File: src/rtl/tlb_xinj_pkg.sv
package tlb_xinj_pkg;
  typedef enum logic [1:0] {
    ST_IDLE       = 2'd0,
    ST_INJ_T1     = 2'd1,
    ST_INJ_T0     = 2'd2,
    ST_SELF_FAULT = 2'd3
  } xinj_state_e;
endpackage

File: src/rtl/tlb_xinj_chan.sv
module tlb_xinj_chan #(
  parameter int VA_W = 32
) (
  input  logic            clk_i,
  input  logic            rst_ni,
  input  logic            start_i,
  input  logic [VA_W-1:0] va_i,
  input  logic            cancel_i,
  input  logic            finish_i,
  input  logic            ready_i,
  output logic            valid_o,
  output logic [VA_W-1:0] va_o,
  output logic            running_o
);
  always_ff @(posedge clk_i or negedge rst_ni) begin
    if (!rst_ni) begin
      valid_o   <= 1'b0;
      running_o <= 1'b0;
      va_o      <= '0;
    end else if (cancel_i) begin
      valid_o   <= 1'b0;
      running_o <= 1'b0;
    end else if (start_i) begin
      valid_o   <= 1'b1;
      running_o <= 1'b0;
      va_o      <= va_i;
    end else begin
      if (valid_o && ready_i) begin
        valid_o   <= 1'b0;
        running_o <= 1'b1;
      end
      if (finish_i) running_o <= 1'b0;
    end
  end

  a_r4_hold_until_ready: assert property (@(posedge clk_i) disable iff (!rst_ni)
    valid_o && !ready_i && !cancel_i |=> valid_o && $stable(va_o));
  a_r4_drop_after_accept: assert property (@(posedge clk_i) disable iff (!rst_ni)
    valid_o && ready_i && !start_i |=> !valid_o);
endmodule

File: src/rtl/tlb_xinj_sat_cnt.sv
module tlb_xinj_sat_cnt #(
  parameter int W = 8
) (
  input  logic         clk_i,
  input  logic         rst_ni,
  input  logic         inc_i,
  output logic [W-1:0] count_o
);
  localparam logic [W-1:0] MaxVal = {W{1'b1}};

  always_ff @(posedge clk_i or negedge rst_ni) begin
    if (!rst_ni)                        count_o <= '0;
    else if (inc_i && count_o != MaxVal) count_o <= count_o + 1'b1;
  end

  a_r10_saturate: assert property (@(posedge clk_i) disable iff (!rst_ni)
    count_o == MaxVal |=> count_o == MaxVal);
  a_r10_step: assert property (@(posedge clk_i) disable iff (!rst_ni)
    inc_i && count_o != MaxVal |=> count_o == $past(count_o) + 1'b1);
endmodule

File: src/rtl/tlb_xinj_ctrl.sv
module tlb_xinj_ctrl
  import tlb_xinj_pkg::*;
#(
  parameter int VA_W  = 32,
  parameter int CNT_W = 8
) (
  input  logic             clk_i,
  input  logic             rst_ni,
  input  logic [1:0]       miss_valid_i,
  input  logic [1:0]       miss_in_hdl_i,
  input  logic [VA_W-1:0]  miss_va0_i,
  input  logic [VA_W-1:0]  miss_va1_i,
  input  logic [1:0]       hdl_done_i,
  input  logic [1:0]       inj_ready_i,
  input  logic [1:0]       fault_ack_i,
  output logic [1:0]       stall_o,
  output logic [1:0]       inj_valid_o,
  output logic [VA_W-1:0]  inj_va0_o,
  output logic [VA_W-1:0]  inj_va1_o,
  output logic [1:0]       self_fault_o,
  output logic [VA_W-1:0]  fault_va0_o,
  output logic [VA_W-1:0]  fault_va1_o,
  output logic [1:0]       hdl_miss_err_o,
  output logic [CNT_W-1:0] dl_count_o
);
  localparam int NT = 2;

  xinj_state_e     state_q, state_d;
  logic [VA_W-1:0] miss_va [NT];
  logic [VA_W-1:0] va_q    [NT];
  logic [VA_W-1:0] inj_va  [NT];
  logic [NT-1:0]   real_miss, start_inj, finish_inj, inj_run, cap_va;
  logic [NT-1:0]   fpend_q, fpend_d;
  logic            to_fault;

  assign miss_va[0] = miss_va0_i;
  assign miss_va[1] = miss_va1_i;
  assign real_miss  = miss_valid_i & ~miss_in_hdl_i;

  // thread n stalls while its handler runs in the sibling
  assign stall_o[0] = (state_q == ST_INJ_T1);
  assign stall_o[1] = (state_q == ST_INJ_T0);

  always_comb begin
    state_d    = state_q;
    start_inj  = '0;
    finish_inj = '0;
    to_fault   = 1'b0;
    fpend_d    = fpend_q;
    unique case (state_q)
      ST_IDLE: begin
        if (real_miss == 2'b11)  to_fault = 1'b1;
        else if (real_miss[0]) begin state_d = ST_INJ_T1; start_inj[1] = 1'b1; end
        else if (real_miss[1]) begin state_d = ST_INJ_T0; start_inj[0] = 1'b1; end
      end
      ST_INJ_T1: begin
        if (real_miss[1]) to_fault = 1'b1;
        else if (hdl_done_i[1] && inj_run[1]) begin
          state_d = ST_IDLE; finish_inj[1] = 1'b1;
        end
      end
      ST_INJ_T0: begin
        if (real_miss[0]) to_fault = 1'b1;
        else if (hdl_done_i[0] && inj_run[0]) begin
          state_d = ST_IDLE; finish_inj[0] = 1'b1;
        end
      end
      ST_SELF_FAULT: begin
        fpend_d = fpend_q & ~fault_ack_i;
        if (fpend_d == '0) state_d = ST_IDLE;
      end
      default: state_d = ST_IDLE;
    endcase
    if (to_fault) begin
      state_d = ST_SELF_FAULT;
      fpend_d = '1;
    end
  end

  for (genvar g = 0; g < NT; g++) begin : g_thr
    // capture the miss address of a thread that is not already stalled
    assign cap_va[g] = real_miss[g] && (state_q != ST_SELF_FAULT) && !stall_o[g];

    always_ff @(posedge clk_i or negedge rst_ni) begin
      if (!rst_ni)        va_q[g] <= '0;
      else if (cap_va[g]) va_q[g] <= miss_va[g];
    end

    tlb_xinj_chan #(.VA_W(VA_W)) u_chan (
      .clk_i     (clk_i),
      .rst_ni    (rst_ni),
      .start_i   (start_inj[g]),
      .va_i      (miss_va[NT-1-g]),
      .cancel_i  (to_fault),
      .finish_i  (finish_inj[g]),
      .ready_i   (inj_ready_i[g]),
      .valid_o   (inj_valid_o[g]),
      .va_o      (inj_va[g]),
      .running_o (inj_run[g])
    );
  end

  assign inj_va0_o   = inj_va[0];
  assign inj_va1_o   = inj_va[1];
  assign fault_va0_o = va_q[0];
  assign fault_va1_o = va_q[1];
  assign self_fault_o = (state_q == ST_SELF_FAULT) ? fpend_q : '0;

  always_ff @(posedge clk_i or negedge rst_ni) begin
    if (!rst_ni) begin
      state_q        <= ST_IDLE;
      fpend_q        <= '0;
      hdl_miss_err_o <= '0;
    end else begin
      state_q        <= state_d;
      fpend_q        <= fpend_d;
      hdl_miss_err_o <= miss_valid_i & miss_in_hdl_i;
    end
  end

  tlb_xinj_sat_cnt #(.W(CNT_W)) u_dl_cnt (
    .clk_i   (clk_i),
    .rst_ni  (rst_ni),
    .inc_i   (to_fault),
    .count_o (dl_count_o)
  );

  a_r2_t0_miss_injects: assert property (@(posedge clk_i) disable iff (!rst_ni)
    state_q == ST_IDLE && real_miss == 2'b01
    |=> stall_o == 2'b01 && inj_valid_o == 2'b10 && inj_va1_o == $past(miss_va0_i));
  a_r3_t1_miss_injects: assert property (@(posedge clk_i) disable iff (!rst_ni)
    state_q == ST_IDLE && real_miss == 2'b10
    |=> stall_o == 2'b10 && inj_valid_o == 2'b01 && inj_va0_o == $past(miss_va1_i));
  a_r5_release: assert property (@(posedge clk_i) disable iff (!rst_ni)
    state_q == ST_INJ_T1 && inj_run[1] && hdl_done_i[1] && !real_miss[1] |=> stall_o == 2'b00);
  a_r7_deadlock_t1: assert property (@(posedge clk_i) disable iff (!rst_ni)
    state_q == ST_INJ_T1 && real_miss[1]
    |=> self_fault_o == 2'b11 && inj_valid_o == 2'b00 && stall_o == 2'b00);
  a_r7_deadlock_t0: assert property (@(posedge clk_i) disable iff (!rst_ni)
    state_q == ST_INJ_T0 && real_miss[0]
    |=> self_fault_o == 2'b11 && inj_valid_o == 2'b00 && stall_o == 2'b00);
  a_r6_simul_fallback: assert property (@(posedge clk_i) disable iff (!rst_ni)
    state_q == ST_IDLE && real_miss == 2'b11
    |=> self_fault_o == 2'b11 && fault_va0_o == $past(miss_va0_i) && fault_va1_o == $past(miss_va1_i));
  a_r8_ack_drops: assert property (@(posedge clk_i) disable iff (!rst_ni)
    self_fault_o[0] && fault_ack_i[0] |=> !self_fault_o[0]);
  a_r9_err_flag: assert property (@(posedge clk_i) disable iff (!rst_ni)
    miss_valid_i[0] && miss_in_hdl_i[0] |=> hdl_miss_err_o[0]);
endmodule

File: config.mk
export PLATFORM = sky130hd
export DESIGN_NAME = tlb_xinj_ctrl
export DESIGN_NICKNAME = d
export VERILOG_FILES = /design/src/rtl/tlb_xinj_pkg.sv /design/src/rtl/tlb_xinj_chan.sv /design/src/rtl/tlb_xinj_sat_cnt.sv /design/src/rtl/tlb_xinj_ctrl.sv
export SDC_FILE = /design/constraint.sdc
export NUM_CORES = 1
export LEC_CHECK = 0
export ABC_AREA = 0
export BUFFER_PORTS_ARGS = -buffer_cell sky130_fd_sc_hd__buf_2
export CAP_MARGIN = 15
export CORE_ASPECT_RATIO = 0.6
export CORE_UTILIZATION = 43
export CTS_BUF_LIST = sky130_fd_sc_hd__clkbuf_8
export DETAILED_ROUTE_END_ITERATION = 16
export GPL_ROUTABILITY_DRIVEN = 0
export MAX_ROUTING_LAYER = met4
export PLACE_DENSITY = 0.71
export SKIP_CTS_REPAIR_TIMING = 1
export SYNTH_ARGS = -nofsm -noshare
export SYNTH_HDL_FRONTEND = slang
export SYNTH_HIERARCHICAL = 1
export SYNTH_SLANG_ARGS = --single-unit
export TNS_END_PERCENT = 1
File: constraint.sdc
create_clock -name clk_i -period 3.1 [get_ports clk_i]
set_input_delay 0.31 -clock clk_i [delete_from_list [all_inputs] [get_ports clk_i]]
set_output_delay 0.31 -clock clk_i [all_outputs]
set_load 0.1 [all_outputs]
== Word level (Yosys, flattened, before mapping) ==
Index checks and enable logic that the tools add are counted.

* Add/subtract/negate cells: 1
* Muxes and demuxes: 40
* Reduce and logical (&&, ||, !) cells: 21
* Bitwise operators: 6
* Equality and inequality tests: 13

{| class="wikitable"
|+ Operator list
! cell !! number
|-
| $mux 2 || 14
|-
| $mux 1 || 24
|-
| $ne 3x2->1 const B || 4
|-
| $logic_and 1x1->1 || 9
|-
| $add 8x1->8 const B || 1
|-
| $ne 8x8->1 const B || 1
|-
| $pmux 2 s4 || 1
|-
| $reduce_bool 4->1 || 2
|-
| $reduce_and 7->1 || 1
|-
| $and 2x2->2 || 3
|-
| $eq 2x2->1 const B || 3
|-
| $ne 3x1->1 const B || 2
|-
| $reduce_bool 3->1 || 2
|-
| $logic_not 2->1 || 2
|-
| $ne 4x3->1 const B || 1
|-
| $not 2->2 || 2
|-
| $reduce_and 2->1 || 2
|-
| $pmux 1 s3 || 1
|-
| $eq 2x1->1 const B || 1
|-
| $logic_not 1->1 || 2
|-
| $ne 2x2->1 const B || 1
|-
| $reduce_bool 2->1 || 1
|-
| $not 1->1 || 1
|}

* Flip-flop bits (word level): 146
* Word-level logic and storage cells: 93
* Output and inout bits: 144

== Depth between registers and ports, before layout ==
* Depth after elaboration: 8
* Mapped depth: 8
* Gate-level depth less buffers: 6

== Cells and area by module ==
Netlist, hierarchy kept.

{| class="wikitable"
|+ Modules (own cells, without submodules)
! module !! times used !! cells each !! sequential area each (µm²) !! area an instance (µm²)
|-
| tlb_xinj_chan || 2 || 76 || 850.8 || 1422.6
|-
| tlb_xinj_ctrl || 1 || 248 || 1751.7 || 2793.9
|-
| tlb_xinj_sat_cnt || 1 || 34 || 200.2 || 407.9
|}

== Worst setup path after synthesis ==
Ideal clock, no wire load.

* Path type: flip-flop to flip-flop
* Start point: reg state_q[1]
* End point: reg g_thr[1].u_chan.running_o
* Arrival: 2.327 ns
* Library setup time: 0.172 ns
* Stages on the path, launching flop included: 5
* Period minus slack after synthesis: 2.499 ns
* Setup slack: 0.601 ns
* Buffers on the path: 1
* Path through: dfrtp_1 > clkbuf_1 > nor2b_1 > nor3b_1 > nor4_1

* Cells in the longest elaborated chain, start to end: 5
* Elaborated cells between the ends (all ways): 10

{| class="wikitable"
|+ Ends and longest elaborated chain
! element !! RTL line !! source
|-
| from (decl) || tlb_xinj_ctrl.sv:28 || <nowiki>xinj_state_e state_q, state_d;</nowiki>
|-
| from (signal assigned) || tlb_xinj_ctrl.sv:115 || <nowiki>state_q <= state_d;</nowiki>
|-
| $eq 2x1->1 * || - ||
|-
| via stall_o[0] || tlb_xinj_ctrl.sv:16 || <nowiki>output logic [1:0] stall_o,</nowiki>
|-
| $mux 1 * || tlb_xinj_ctrl.sv:50 || <nowiki>unique case (state_q)</nowiki>
|-
| via finish_inj[1] || tlb_xinj_ctrl.sv:32 || <nowiki>logic [NT-1:0] real_miss, start_inj, finish_inj, inj_run, cap_va;</nowiki>
|-
| $mux 1 || tlb_xinj_chan.sv:32 || <nowiki>if (finish_i) running_o <= 1'b0;</nowiki>
|-
| $mux 1 || tlb_xinj_chan.sv:23 || <nowiki>end else if (start_i) begin</nowiki>
|-
| $mux 1 || tlb_xinj_chan.sv:20 || <nowiki>end else if (cancel_i) begin</nowiki>
|-
| to (signal assigned) || tlb_xinj_chan.sv:22 || <nowiki>running_o <= 1'b0;</nowiki>
|-
| to (signal assigned) || tlb_xinj_chan.sv:25 || <nowiki>running_o <= 1'b0;</nowiki>
|-
| to (signal assigned) || tlb_xinj_chan.sv:32 ||
|-
| to (decl) || tlb_xinj_chan.sv:13 || <nowiki>output logic running_o</nowiki>
|}

Mark *: on every way through the listed nets, which the timed path passes. The rest lies on a longest branch.
A chain may end at the register's enable or synchronous reset.

== Final worst setup path ==
* Start point: reg state_q[0]
* End point: reg u_dl_cnt.count_o[5]

* Cells in the longest elaborated chain, start to end: 3
* Elaborated cells between the ends (all ways): 5

{| class="wikitable"
|+ Ends and longest elaborated chain
! element !! RTL line !! source
|-
| $eq 2x2->1 (tied with other cells) || tlb_xinj_ctrl.sv:50 ||
|-
| $pmux 1 s3 * || tlb_xinj_ctrl.sv:50 ||
|-
| via to_fault || tlb_xinj_ctrl.sv:34 || <nowiki>logic to_fault;</nowiki>
|-
| $logic_and 1x1->1 * || tlb_xinj_sat_cnt.sv:13 || <nowiki>else if (inc_i && count_o != MaxVal) count_o <= count_o + 1'b1;</nowiki>
|-
| to (signal assigned) || tlb_xinj_sat_cnt.sv:13 ||
|-
| to (decl) || tlb_xinj_sat_cnt.sv:7 || <nowiki>output logic [W-1:0] count_o</nowiki>
|}

Marked as above.

==> summary.txt <==
GRT
  – First-pass GRT wire length: 22000 microns
  – Pin count of the biggest net entering global routing: just over 70
  – GRT Overall Usage: between 20 and 25%
  – Number of antenna violations at the first check in global routing: 0
  – GRT overflow: 0
  – Vias in the first global route: 4213

Detailed routing
  – Met2 WL: just over 6000 microns
  – Vias: 4150
  – First drt pass iteration count: 4
  – Residual DRC: 0
  – Highest routed layer: met4
  – Via-to-Cell Ratio: 4.80
  – Starting DRC count in detailed routing: 160
  – Post-Route WL: 13900 microns
  – WL met1: 6550 microns
  – Routed len/inst: 16.1 microns
  – WL met3: 1010 microns
  – Remaining antenna violation count: 0

Cells and area
  – Share of cells above drive strength 1: 50.0%
  – N_diodes: 0
  – Net count, final: between 700 and 800
  – Filler cells: 1162
  – Synth-to-layout area growth: 27.5%

Min path
  – Type of the worst min-delay path: in -> reg

Worst setup path
  – R2r setup slk: ~0.63 ns
  – Setup crit start kind: flip-flop
  – Worst EP required: 3.41 ns
  – Critical Path Sink Type: flip-flop
  – Worst R2R Start: state_q[0]
  – Arrival time at the worst endpoint: 2.78 ns
  – Start point of the critical path: state_q[0]
  – CP endpoint: u_dl_cnt/count_o[5]
  – R2r worst-path depth: 6
  – RR Endpoint: u_dl_cnt/count_o[5]
  – Worst Path Max Fanout: 17
  – CP Class: reg -> reg

Yosys
  – Distinct cells, synth: 47
  – Syn Inst Count: 434
  – Mapped Nets: 511
  – Async SR Flop Fraction: 100%
  – Post-synthesis sequential area ratio: 60.4%
  – Post-synth top area share: 60.4%
  – Synth Register Bits: 146
  – Synth Area per Inst: roughly 14 sq um
  – Syn Std Cell Area: 6050 sq um
  – Synth area leaders: dfrtp_1 60%, mux2_4 15%, mux2_1 6.3%
  – Top post-synthesis cells by count: 146 x dfrtp_1, 99 x nand2_1, 61 x mux2_4
  – Yosys top cell by area: dfrtp_1
  – Most frequent cell after synthesis: dfrtp_1
  – Synth Flop Type: dfrtp_1
  – EDFF count, synth: 0
  – Synth Warn #: 6

Placement
  – Port Buf Inserts: 219
  – Post-DP HPWL: approximately 9800 microns

Timing
  – Max-slew violation count: 0
  – Final setup viols: 0
  – Final hold vios: 0
  – Worst Tran Pin Value: 0.999 ns
  – Period utilisation layout: 79.7%
  – Maximum clock rate: about 0.40 GHz
  – Fin Clk Skew: between 0.01 and 0.015 ns
  – Final min period: 2.47 ns
  – Sum Neg Setup Slack: 0 ns
  – RSZ-0062 raised after global routing: no
  – Slew HR: around 33%

Floorplan
  – Core Box Area: between 10000 and 15000 sq um
  – Site row count: 33
  – Initial Utilization: about 44%
  – I/O pin cnt: 220
  – Die area: 14600 sq um
  – Die Ht: 93.9 microns
  – Die width: approximately 160 microns

Clocking
  – Clock sinks: ~150
  – CTS Buf Count: 17
  – TritonCTS clock tree: done
  – Root Driver: clkbuf_8
  – Htree depth: 4
  – CTS max path bufs: 2
  – Worst skew pair latency: 0.43 ns
  – Clock transition at the registers of the reported paths: about 0.090 ns

Job
  – Max cap viols: 0

Run status
  – Status: finished, final reports clean
## metrics by stage
stage	util [%]	cells	hold WS, ns	setup slack, ns	instance area, sq um
after floorplan	-	434	0.0144	0.601	6050
after global placement	53.4	831	0.356	0.723	7300
after detailed placement	53.4	831	0.363	0.649	7300
after CTS	56.3	863	-0.122	0.619	7700
after global routing	56.4	864	0.0595	0.477	7710
final	56.4	864	0.0825	0.628	7710
## placed cells by master (no fill, tap or decap), types with 2 or more instances in the layout
cell type	netlist	final
a21o_1	2	2
a21oi_1	7	7
a311oi_2	2	2
a31oi_1	2	2
a41oi_1	2	2
and2_1	3	3
and3_1	3	3
buf_12	4	2
buf_2	4	218
buf_4	3	5
bufinv_16	0	2
clkbuf_8	0	18
clkinv_2	0	4
clkinvlp_4	0	3
dfrtp_1	146	146
inv_1	3	3
inv_6	0	4
mux2_1	34	34
mux2_2	4	4
mux2_4	61	61
nand2_1	99	99
nand2b_1	5	5
nand3_1	4	4
nor2_1	4	4
nor2b_1	5	3
nor2b_4	0	2
nor4_1	3	3
xnor2_1	2	2
## cells by family (layout without fill, tap and decap cells)
kind of cell    count (synthesis)  after routing  synth area share [%]
mux                            99             99                  22.2
flops                         146            146                  60.4
simple gates                  138            138                  10.5
buf+inv                        24            262                  3.46
xor+xnor                        3              3                 0.435
compound gates                 23             23                  2.77
fa+ha+maj                       1              1                 0.207
## registers in the layout, summed over array words and instances, names as in the netlist
register	flops
fpend_q	2
hdl_miss_err_o	2
g_thr.u_chan/running_o	2
g_thr.u_chan/va_o	64
fault_va0_o	32
fault_va1_o	32
g_thr.u_chan/valid_o	2
u_dl_cnt/count_o	8
state_q	2
## cell type report
cell class,count,area [sq um],area share [%]
clock buffer,18,248,3.21
clock inverter,14,149,1.93
sequential,146,3650,47.4
tap,192,240,3.12
inverter,3,11.3,0.146
multi-input combinational,264,2220,28.8
timing repair buffer,227,1190,15.4
## metal layers
layer / vias up / global-route usage, %
met5: - / -
met4: 0 / 5.20
met3: 13 / 5.86
met2: 159 / 30.1
met1: 2052 / 27.3
li1: 1926 / -
## how the worst min path moves through the flow
stage,from,to,slack [ns],depth (start not counted)
after floorplan,rst_ni,fault_va0_o[0],0.01,0
after global routing,miss_va1_i[4],fault_va1_o[4],0.06,3
after detailed placement,rst_ni,fault_va0_o[0],0.36,1
final,miss_va1_i[4],fault_va1_o[4],0.08,3
after CTS,rst_ni,fault_va0_o[0],-0.12,1
after global placement,rst_ni,fault_va0_o[0],0.36,1
## critical path, stage by stage (launching register included)
cell and delay (ns):
dfrtp_1 0.71, nor2_1 0.18, a211oi_2 0.54, buf_4 0.27, and4_4 0.27, nand3_2 0.09, mux2_4 0.30
Power is not shown: default switching activity piles up to over one toggle a cycle in this logic, so the estimate is an artifact.
